<file path="src/rtl/fold_pkg.sv">
package fold_pkg;
    typedef enum logic [1:0] {
        JK_NONE     = 2'b00,
        JK_DIRECT   = 2'b01,
        JK_COND     = 2'b10,
        JK_INDIRECT = 2'b11
    } jump_kind_e;
endpackage

</file>
<file path="src/rtl/fold_match.sv">
module fold_match #(
    parameter int N = 8,
    parameter int W = 30
) (
    input  logic [N-1:0]        vld,
    input  logic [N-1:0][W-1:0] tags,
    input  logic [W-1:0]        key,
    output logic [N-1:0]        hit
);
    for (genvar i = 0; i < N; i++) begin : g_cmp
        assign hit[i] = vld[i] && (tags[i] == key);
    end
endmodule

</file>
<file path="src/rtl/fold_pick.sv">
module fold_pick #(
    parameter int N = 8,
    parameter int W = 30
) (
    input  logic [N-1:0]        sel,
    input  logic [N-1:0][W-1:0] data,
    output logic [W-1:0]        out
);
    always_comb begin
        out = '0;
        for (int i = 0; i < N; i++) begin
            if (sel[i]) out = out | data[i];
        end
    end
endmodule

</file>
<file path="src/rtl/fold_rr.sv">
module fold_rr #(
    parameter int N = 8,
    localparam int IW = (N > 1) ? $clog2(N) : 1
) (
    input  logic          clk,
    input  logic          rst_n,
    input  logic          clr,
    input  logic          adv,
    output logic [IW-1:0] ptr
);
    logic [IW-1:0] ptr_d, ptr_q;

    always_comb begin
        ptr_d = ptr_q;
        if (clr) begin
            ptr_d = '0;
        end else if (adv) begin
            ptr_d = (ptr_q == IW'(N - 1)) ? '0 : ptr_q + 1'b1;
        end
    end

    always_ff @(posedge clk) begin
        if (!rst_n) ptr_q <= '0;
        else        ptr_q <= ptr_d;
    end

    assign ptr = ptr_q;

    AST_PTR_RANGE: assert property (@(posedge clk) disable iff (!rst_n)
        ptr_q <= IW'(N - 1)) else $error("pointer out of range");
endmodule

</file>
<file path="src/rtl/fold_tgt_buf.sv">
module fold_tgt_buf
    import fold_pkg::*;
#(
    parameter int ENTRIES = 8,
    parameter int PC_W    = 32,
    localparam int WW     = PC_W - 2,
    localparam int IW     = (ENTRIES > 1) ? $clog2(ENTRIES) : 1
) (
    input  logic            clk,
    input  logic            rst_n,
    input  logic [PC_W-1:0] fetch_pc,
    input  logic            ins_valid,
    input  logic [1:0]      ins_kind,
    input  logic            ins_pred_redir,
    input  logic [WW-1:0]   ins_pred_word,
    input  logic [WW-1:0]   ins_tgt_word,
    input  logic            flush,
    output logic            npc_sel,
    output logic [PC_W-1:0] npc_value
);
    typedef struct packed {
        logic [ENTRIES-1:0]         vld;
        logic [ENTRIES-1:0][WW-1:0] tag;
        logic [ENTRIES-1:0][WW-1:0] tgt;
    } buf_state_t;

    buf_state_t st_d, st_q;

    logic [ENTRIES-1:0] fetch_hit, ins_hit;
    logic [WW-1:0]      hit_tgt;
    logic [IW-1:0]      rr_ptr;
    logic [IW-1:0]      upd_idx;
    logic               ins_ok, ins_known, alloc_new;
    jump_kind_e         kind;

    assign kind = jump_kind_e'(ins_kind);

    fold_match #(.N(ENTRIES), .W(WW)) u_fetch_match (
        .vld(st_q.vld), .tags(st_q.tag), .key(fetch_pc[PC_W-1:2]), .hit(fetch_hit)
    );

    fold_match #(.N(ENTRIES), .W(WW)) u_ins_match (
        .vld(st_q.vld), .tags(st_q.tag), .key(ins_pred_word), .hit(ins_hit)
    );

    fold_pick #(.N(ENTRIES), .W(WW)) u_pick (
        .sel(fetch_hit), .data(st_q.tgt), .out(hit_tgt)
    );

    assign ins_ok    = ins_valid && (kind == JK_DIRECT) && !ins_pred_redir && !flush;
    assign ins_known = |ins_hit;
    assign alloc_new = ins_ok && !ins_known;

    fold_rr #(.N(ENTRIES)) u_rr (
        .clk(clk), .rst_n(rst_n), .clr(flush), .adv(alloc_new), .ptr(rr_ptr)
    );

    always_comb begin
        upd_idx = rr_ptr;
        for (int i = 0; i < ENTRIES; i++) begin
            if (ins_hit[i]) upd_idx = IW'(i);
        end
    end

    always_comb begin
        st_d = st_q;
        if (flush) begin
            st_d.vld = '0;
        end else if (ins_ok) begin
            st_d.vld[upd_idx] = 1'b1;
            st_d.tag[upd_idx] = ins_pred_word;
            st_d.tgt[upd_idx] = ins_tgt_word;
        end
    end

    always_ff @(posedge clk) begin
        if (!rst_n) st_q <= '0;
        else        st_q <= st_d;
    end

    assign npc_sel   = |fetch_hit;
    assign npc_value = npc_sel ? {hit_tgt, 2'b00} : fetch_pc + PC_W'(4);

    AST_SINGLE_MATCH: assert property (@(posedge clk) disable iff (!rst_n)
        $onehot0(fetch_hit)) else $error("duplicate tag");
    AST_FLUSH_EMPTY: assert property (@(posedge clk) disable iff (!rst_n)
        flush |=> (st_q.vld == '0)) else $error("flush left entries");
    AST_COND_IGNORED: assert property (@(posedge clk) disable iff (!rst_n)
        (ins_valid && kind == JK_COND && !flush) |=> $stable(st_q)) else $error("cond installed");
    AST_OTHER_IGNORED: assert property (@(posedge clk) disable iff (!rst_n)
        (ins_valid && (kind == JK_INDIRECT || kind == JK_NONE) && !flush) |=> $stable(st_q))
        else $error("indirect installed");
    AST_REDIR_IGNORED: assert property (@(posedge clk) disable iff (!rst_n)
        (ins_valid && ins_pred_redir && !flush) |=> $stable(st_q)) else $error("redirected pred installed");
    AST_ALIGNED_TGT: assert property (@(posedge clk) disable iff (!rst_n)
        npc_sel |-> (npc_value[1:0] == 2'b00)) else $error("unaligned target");
endmodule

</file>
<file path="config.mk">
export PLATFORM = sky130hd
export DESIGN_NAME = fold_tgt_buf
export DESIGN_NICKNAME = d
export VERILOG_FILES = /design/src/rtl/fold_pkg.sv /design/src/rtl/fold_match.sv /design/src/rtl/fold_pick.sv /design/src/rtl/fold_rr.sv /design/src/rtl/fold_tgt_buf.sv
export SDC_FILE = /design/constraint.sdc
export NUM_CORES = 2
export LEC_CHECK = 0
export ABC_CLOCK_PERIOD_IN_PS = 7000
export BUFFER_PORTS_ARGS = -buffer_cell sky130_fd_sc_hd__buf_2
export CORE_MARGIN = 3
export CORE_UTILIZATION = 40
export DETAILED_ROUTE_END_ITERATION = 12
export GPL_ROUTABILITY_DRIVEN = 0
export PLACE_DENSITY_LB_ADDON = 0.2
export SLEW_MARGIN = 20
export SYNTH_ARGS = -nofsm -noshare
export SYNTH_HDL_FRONTEND = slang
export SYNTH_SLANG_ARGS = --single-unit
</file>
<file path="constraint.sdc">
create_clock -name clk -period 7 [get_ports clk]
set_input_delay 1.4 -clock clk [delete_from_list [all_inputs] [get_ports clk]]
set_output_delay 1.4 -clock clk [all_outputs]
set_load 0.02 [all_outputs]
</file>
Word-level counts from Yosys, hierarchy flattened:

Cells that the tools add are included.

* register bits after elaboration: 491
* input bits: 99
* output and inout port bits: 33
* logic and storage cells: 102

* add/subtract/negate cells: 2
* order comparisons: 2
* equal/unequal tests: 18
* muxes and demuxes: 24
* bitwise gates (word level): 10
* reduce and logical (&&, ||, !) cells: 28

Operators with widths (count)
* $bwmux W240: 2
* $eq A30 B30 Y1: 16
* $mux W30: 9
* $or A30 B30 Y30: 7
* $demux W30 S3: 1
* $add A32 B3 Y32 const B: 1
* $mux W32: 1
* $mux W3: 9
* $logic_and A1 B1 Y1: 21
* $reduce_or A8 Y1: 2
* $or A8 B8 Y8: 1
* $lt A3 B4 Y1 const B: 1
* $add A3 B1 Y3 const B: 1
* $demux W1 S3: 1
* $eq A3 B3 Y1 const B: 1
* $ge A3 B1 Y1 const B: 1
* $logic_not A1 Y1: 3
* $eq A2 B1 Y1 const B: 1
* $not A1 Y1: 2
* $reduce_and A2 Y1: 1
* $reduce_or A2 Y1: 1
* $mux W1: 1

Logic depth before layout (Yosys ltp):

* word-level depth: 18
* depth in mapped cells: 11
* gate-level depth less buffers: 8

By module:

A second synthesis with hierarchy kept.

* cells, all modules: 2712
* area total of the unflattened synthesis: 25811.0 um2

By module, submodules not included
* fold_tgt_buf: times used 1, cells each 1824, area an instance 18410.2 um2, sequential area each 9769.4 um2
* fold_match: times used 2, cells each 350, area an instance 2989.1 um2, sequential area each 0.0 um2
* fold_pick: times used 1, cells each 174, area an instance 1275.0 um2, sequential area each 0.0 um2
* fold_rr: times used 1, cells each 14, area an instance 147.6 um2, sequential area each 60.1 um2

Worst setup path before layout:

Ideal clock, no wire load.

* path type: in2out
* from: input fetch_pc[19]
* to: output npc_value[2]
* data arrival time: 3.924 ns
* data required time: 5.600 ns
* setup slack: 1.676 ns
* stages: 8
* buffers on the path: 2
* cell sequence: clkbuf_1 > xor2_1 > or4_1 > nor4_1 > clkbuf_1 > a22oi_1 > and3_1 > mux2i_1

* word-level cells in the longest chain between the ends: 18
* elaborated cells between the ends (all ways): 33
* those cells by class: eq/ne (8); mux (9); bitwise (7); reduce/logical (9)

RTL lines
* from (decl): line fold_tgt_buf.sv:11 `input logic [PC_W-1:0] fetch_pc,`
* $eq A30 B30 Y1: line fold_match.sv:11 `assign hit[i] = vld[i] && (tags[i] == key);`
* $logic_and A1 B1 Y1: line fold_match.sv:11
* $mux W30: line fold_pick.sv:12 `if (sel[i]) out = out | data[i];`
* $or A30 B30 Y30: line fold_pick.sv:12
* $mux W30: line fold_pick.sv:12
* $or A30 B30 Y30: line fold_pick.sv:12
* $mux W30: line fold_pick.sv:12
* $or A30 B30 Y30: line fold_pick.sv:12
* [2 not listed]
* $mux W30: line fold_pick.sv:12
* $or A30 B30 Y30: line fold_pick.sv:12
* $mux W30: line fold_pick.sv:12
* $or A30 B30 Y30: line fold_pick.sv:12
* $mux W30: line fold_pick.sv:12
* $or A30 B30 Y30: line fold_pick.sv:12
* $mux W30: line fold_pick.sv:12
* $mux W32 (*): line fold_tgt_buf.sv:82 `assign npc_value = npc_sel ? {hit_tgt, 2'b00} : fetch_pc + PC_W'(4);`
* to (decl): line fold_tgt_buf.sv:19 `output logic [PC_W-1:0] npc_value`

Mark *: on every way between the ends. The rest lies on a longest branch, timed or not.

Worst setup path in the final report:

* from: input fetch_pc[6]
* to: output npc_value[3]

The elaborated chain is that of the path after synthesis.

==> flow_metrics.tcl <==
set metrics [dict create \
    status "complete, no violations" \
    worstPathMaxFanout 30 \
    hold_violations 0 \
    clock-root-buffer "clkbuf_16" \
    grt_max_degree 204 \
    skew_ps 40.6 \
    grt_usage_pct 31.4 \
    synth.distinct_cells 48 \
    core_area_um2 63400 \
    num_rows 92 \
    hold_class "reg2reg" \
    irDropWorstVdd_v 0.000171 \
    vias_per_cell 6.14 \
    finalSetupViolations 0 \
    multi_input_area_um2 15200 \
    synth.top_cells.by_count "nand2_1 (582), dfxtp_1 (491), mux2i_1 (484)" \
    clk_latency_ps 660 \
    rsz0062_at_grt "no" \
    clockBufferDepth 3 \
    die_h_um 260 \
    synth-seq-cells 491 \
    synth_top_area_share_pct 38.1 \
    cts_tree "yes" \
    cts-hold-fix-buffers 0 \
    antenna_found_initial 6 \
    clk_pin_slew_ps 60 \
    detail_route.iter0.violations 3219 \
    die_area_um2 67700 \
    initial_core_util_pct 40.7 \
    fin_nets 2920 \
    wl_per_cell_um 29.7 \
    cts_num_sinks 491 \
    setup_tns_ps 0 \
    gr-total-overflow 0 \
    p_per_area_nw_per_um2 214 \
    portBuffers 131 \
    worstSetupPathType "in2out" \
    path_cells "buf_2 -> xnor2_1 -> nand4_1 -> nor4_1 -> nand3_1 -> nor4_2 -> nor4_1 -> nand2_1 -> buf_4 -> mux2_2 -> buf_2" \
    synthesis.nets 2892 \
    yosysTopAreaCell "dfxtp_1" \
    crit_path_end_kind "output pin" \
    fin_crit_sh_pct 85.2 \
    yosysSeqAreaShare_pct 38.1 \
    power.internal_uw 4580 \
    post-synth-top-count-cell "nand2_1" \
    vias 22700 \
    wl_mm 110 \
    period_minus_slack_ps 5960 \
    synth_area_um2 25800 \
    area_delta_synth_final_pct 12.0 \
    worstPathRequired_ps 5600 \
    switching_share_pct 26.2 \
    slew_headroom_pct 9.84 \
    firstDrtPassIters 9 \
    switchingPower_uw 1630 \
    yosys_warnings 0 \
    worst_path_max_delay_cell "xnor2_1" \
    place_inst 3608 \
    cts_buffers 54 \
    synth_edf_count 0 \
    combPwrFrac_pct 8.8 \
    crit_arrival_ps 4560 \
    max_stage_delay_ps 440 \
    synthFlopType "dfxtp_1" \
    cp-start-kind "input port" \
    layout.area.seq_um2 9830 \
    synth.area.top_cells "dfxtp_1 (38%), mux2i_1 (19%), xor2_1 (9.8%)" \
    boundaryPins 132 \
    fmax_mhz 168 \
    synthCells 2790 \
    syn_area_per_cell_um2 9.26 \
    path_delay_family "simple AND/OR/NAND/NOR gates" \
    crit_buf_inv 3 \
    drc 0 \
    stdcell_count 3702 \
    fillers 6067 \
    htree_num_levels 2 \
    post_cts_buffers 0 \
    die_w_um 260 \
    ctsResizeCount 0 \
    drive_above_1_share_pct 10.3 \
    leakagePower_uw 0.0131 \
    grt_pass1_vias 21700 \
    drv_slew 0 \
    worstMarginPinSlew_ps 1340 \
    async_flop_share_pct 0 \
    p_clk_share_pct 46.0 \
    dp_hpwl_mm 76.8 \
    ant_nets 0 \
    grt_pass1_wl_mm 154 \
    cap_violations 0 \
    seqPwrFrac_pct 45.2 \
]
==> sequential cells by signal, summed over array words and instances, names as in the netlist <==
name      flops
st_q        488
u_rr.ptr      3
==> layout by cell type (no fill, tap or decap), types with 11 or more instances in the layout <==
cell type / count
nand2_1: 582
dfxtp_1: 491
mux2i_1: 484
xor2_1: 289
xnor2_1: 219
buf_2: 130
nor4_1: 114
nand4_1: 89
clkbuf_16: 54
a22o_1: 47
a221oi_1: 47
nand3_1: 45
buf_4: 30
a22oi_1: 26
nor2_1: 24
nor3_1: 19
o211ai_1: 18
clkbuf_8: 14
mux2_2: 12
inv_1: 11
clkbuf_1: 11
==> final cells by class <==
cell class	count	share of cell area, %
Tap cell	846	3.66
Inverter	11	0.143
Antenna cell	3	0.0259
Sequential cell	491	34.0
Clock buffer	79	5.48
Timing Repair Buffer	168	3.53
Clock inverter	12	0.618
Multi-Input combinational cell	2092	52.6
==> per-stage QoR <==
stage	hold slack, ps	power [µW]	cell area, µm²	util, %	setup WS [ps]
after floorplan	434	3180	25800	-	1680
after global placement	442	3380	27200	42.8	1120
after detailed placement	448	3380	27200	42.8	1190
after CTS	459	6210	28900	45.6	1180
after global routing	466	6360	28900	45.6	1030
final	458	6210	28900	45.6	1040
==> worst paths after layout <==
| kind | cells past startpoint | slack, ps | startpoint | to |
|---|---|---|---|---|
| setup reg to reg | 9 | 2610 | st_q[477] | st_q[365] |
| hold reg to reg | 2 | 460 | st_q[164] | st_q[164] |
| setup / recovery | 11 | 1040 | fetch_pc[6] | npc_value[3] |
| hold / removal | 2 | 460 | st_q[164] | st_q[164] |
==> worst min-delay path, cell delays in order, from the launching register on <==
cell	delay, ps
dfxtp_1	310
nand2_1	50
mux2i_1	50
==> layer usage <==
layer  share of wire, %  vias to the layer above  global-route usage [%]
met1                 39                    11000                    39.4
met5              0.076                        -                   0.731
met4                7.6                        4                    18.0
li1                   -                     9756                       -
met2                 41                     1491                    46.0
met3                 12                      485                    11.5
==> kinds of logic (layout without fill, tap and decap cells) <==
family | Yosys count | in the layout | synth area share, %
mux | 496 | 496 | 19.3
fa+ha+maj | 3 | 3 | 0.145
other cells | 0 | 3 | 0
flops | 491 | 491 | 38.1
simple gates | 929 | 929 | 16.6
xor+xnor | 508 | 508 | 17.2
compound gates | 156 | 156 | 4.95
buf+inv | 207 | 270 | 3.69
==> power by group through the flow <==
stage | registers [µW] | clock network, µW | logic [µW]
final | 2810 | 2860 | 545
after global routing | 2800 | 3000 | 554
after CTS | 2800 | 2890 | 516
after detailed placement | 2870 | 0 | 514
after global placement | 2870 | 0 | 513
after floorplan | 2860 | 0 | 320
No activity file was read; power rests on OpenSTA's default activity.
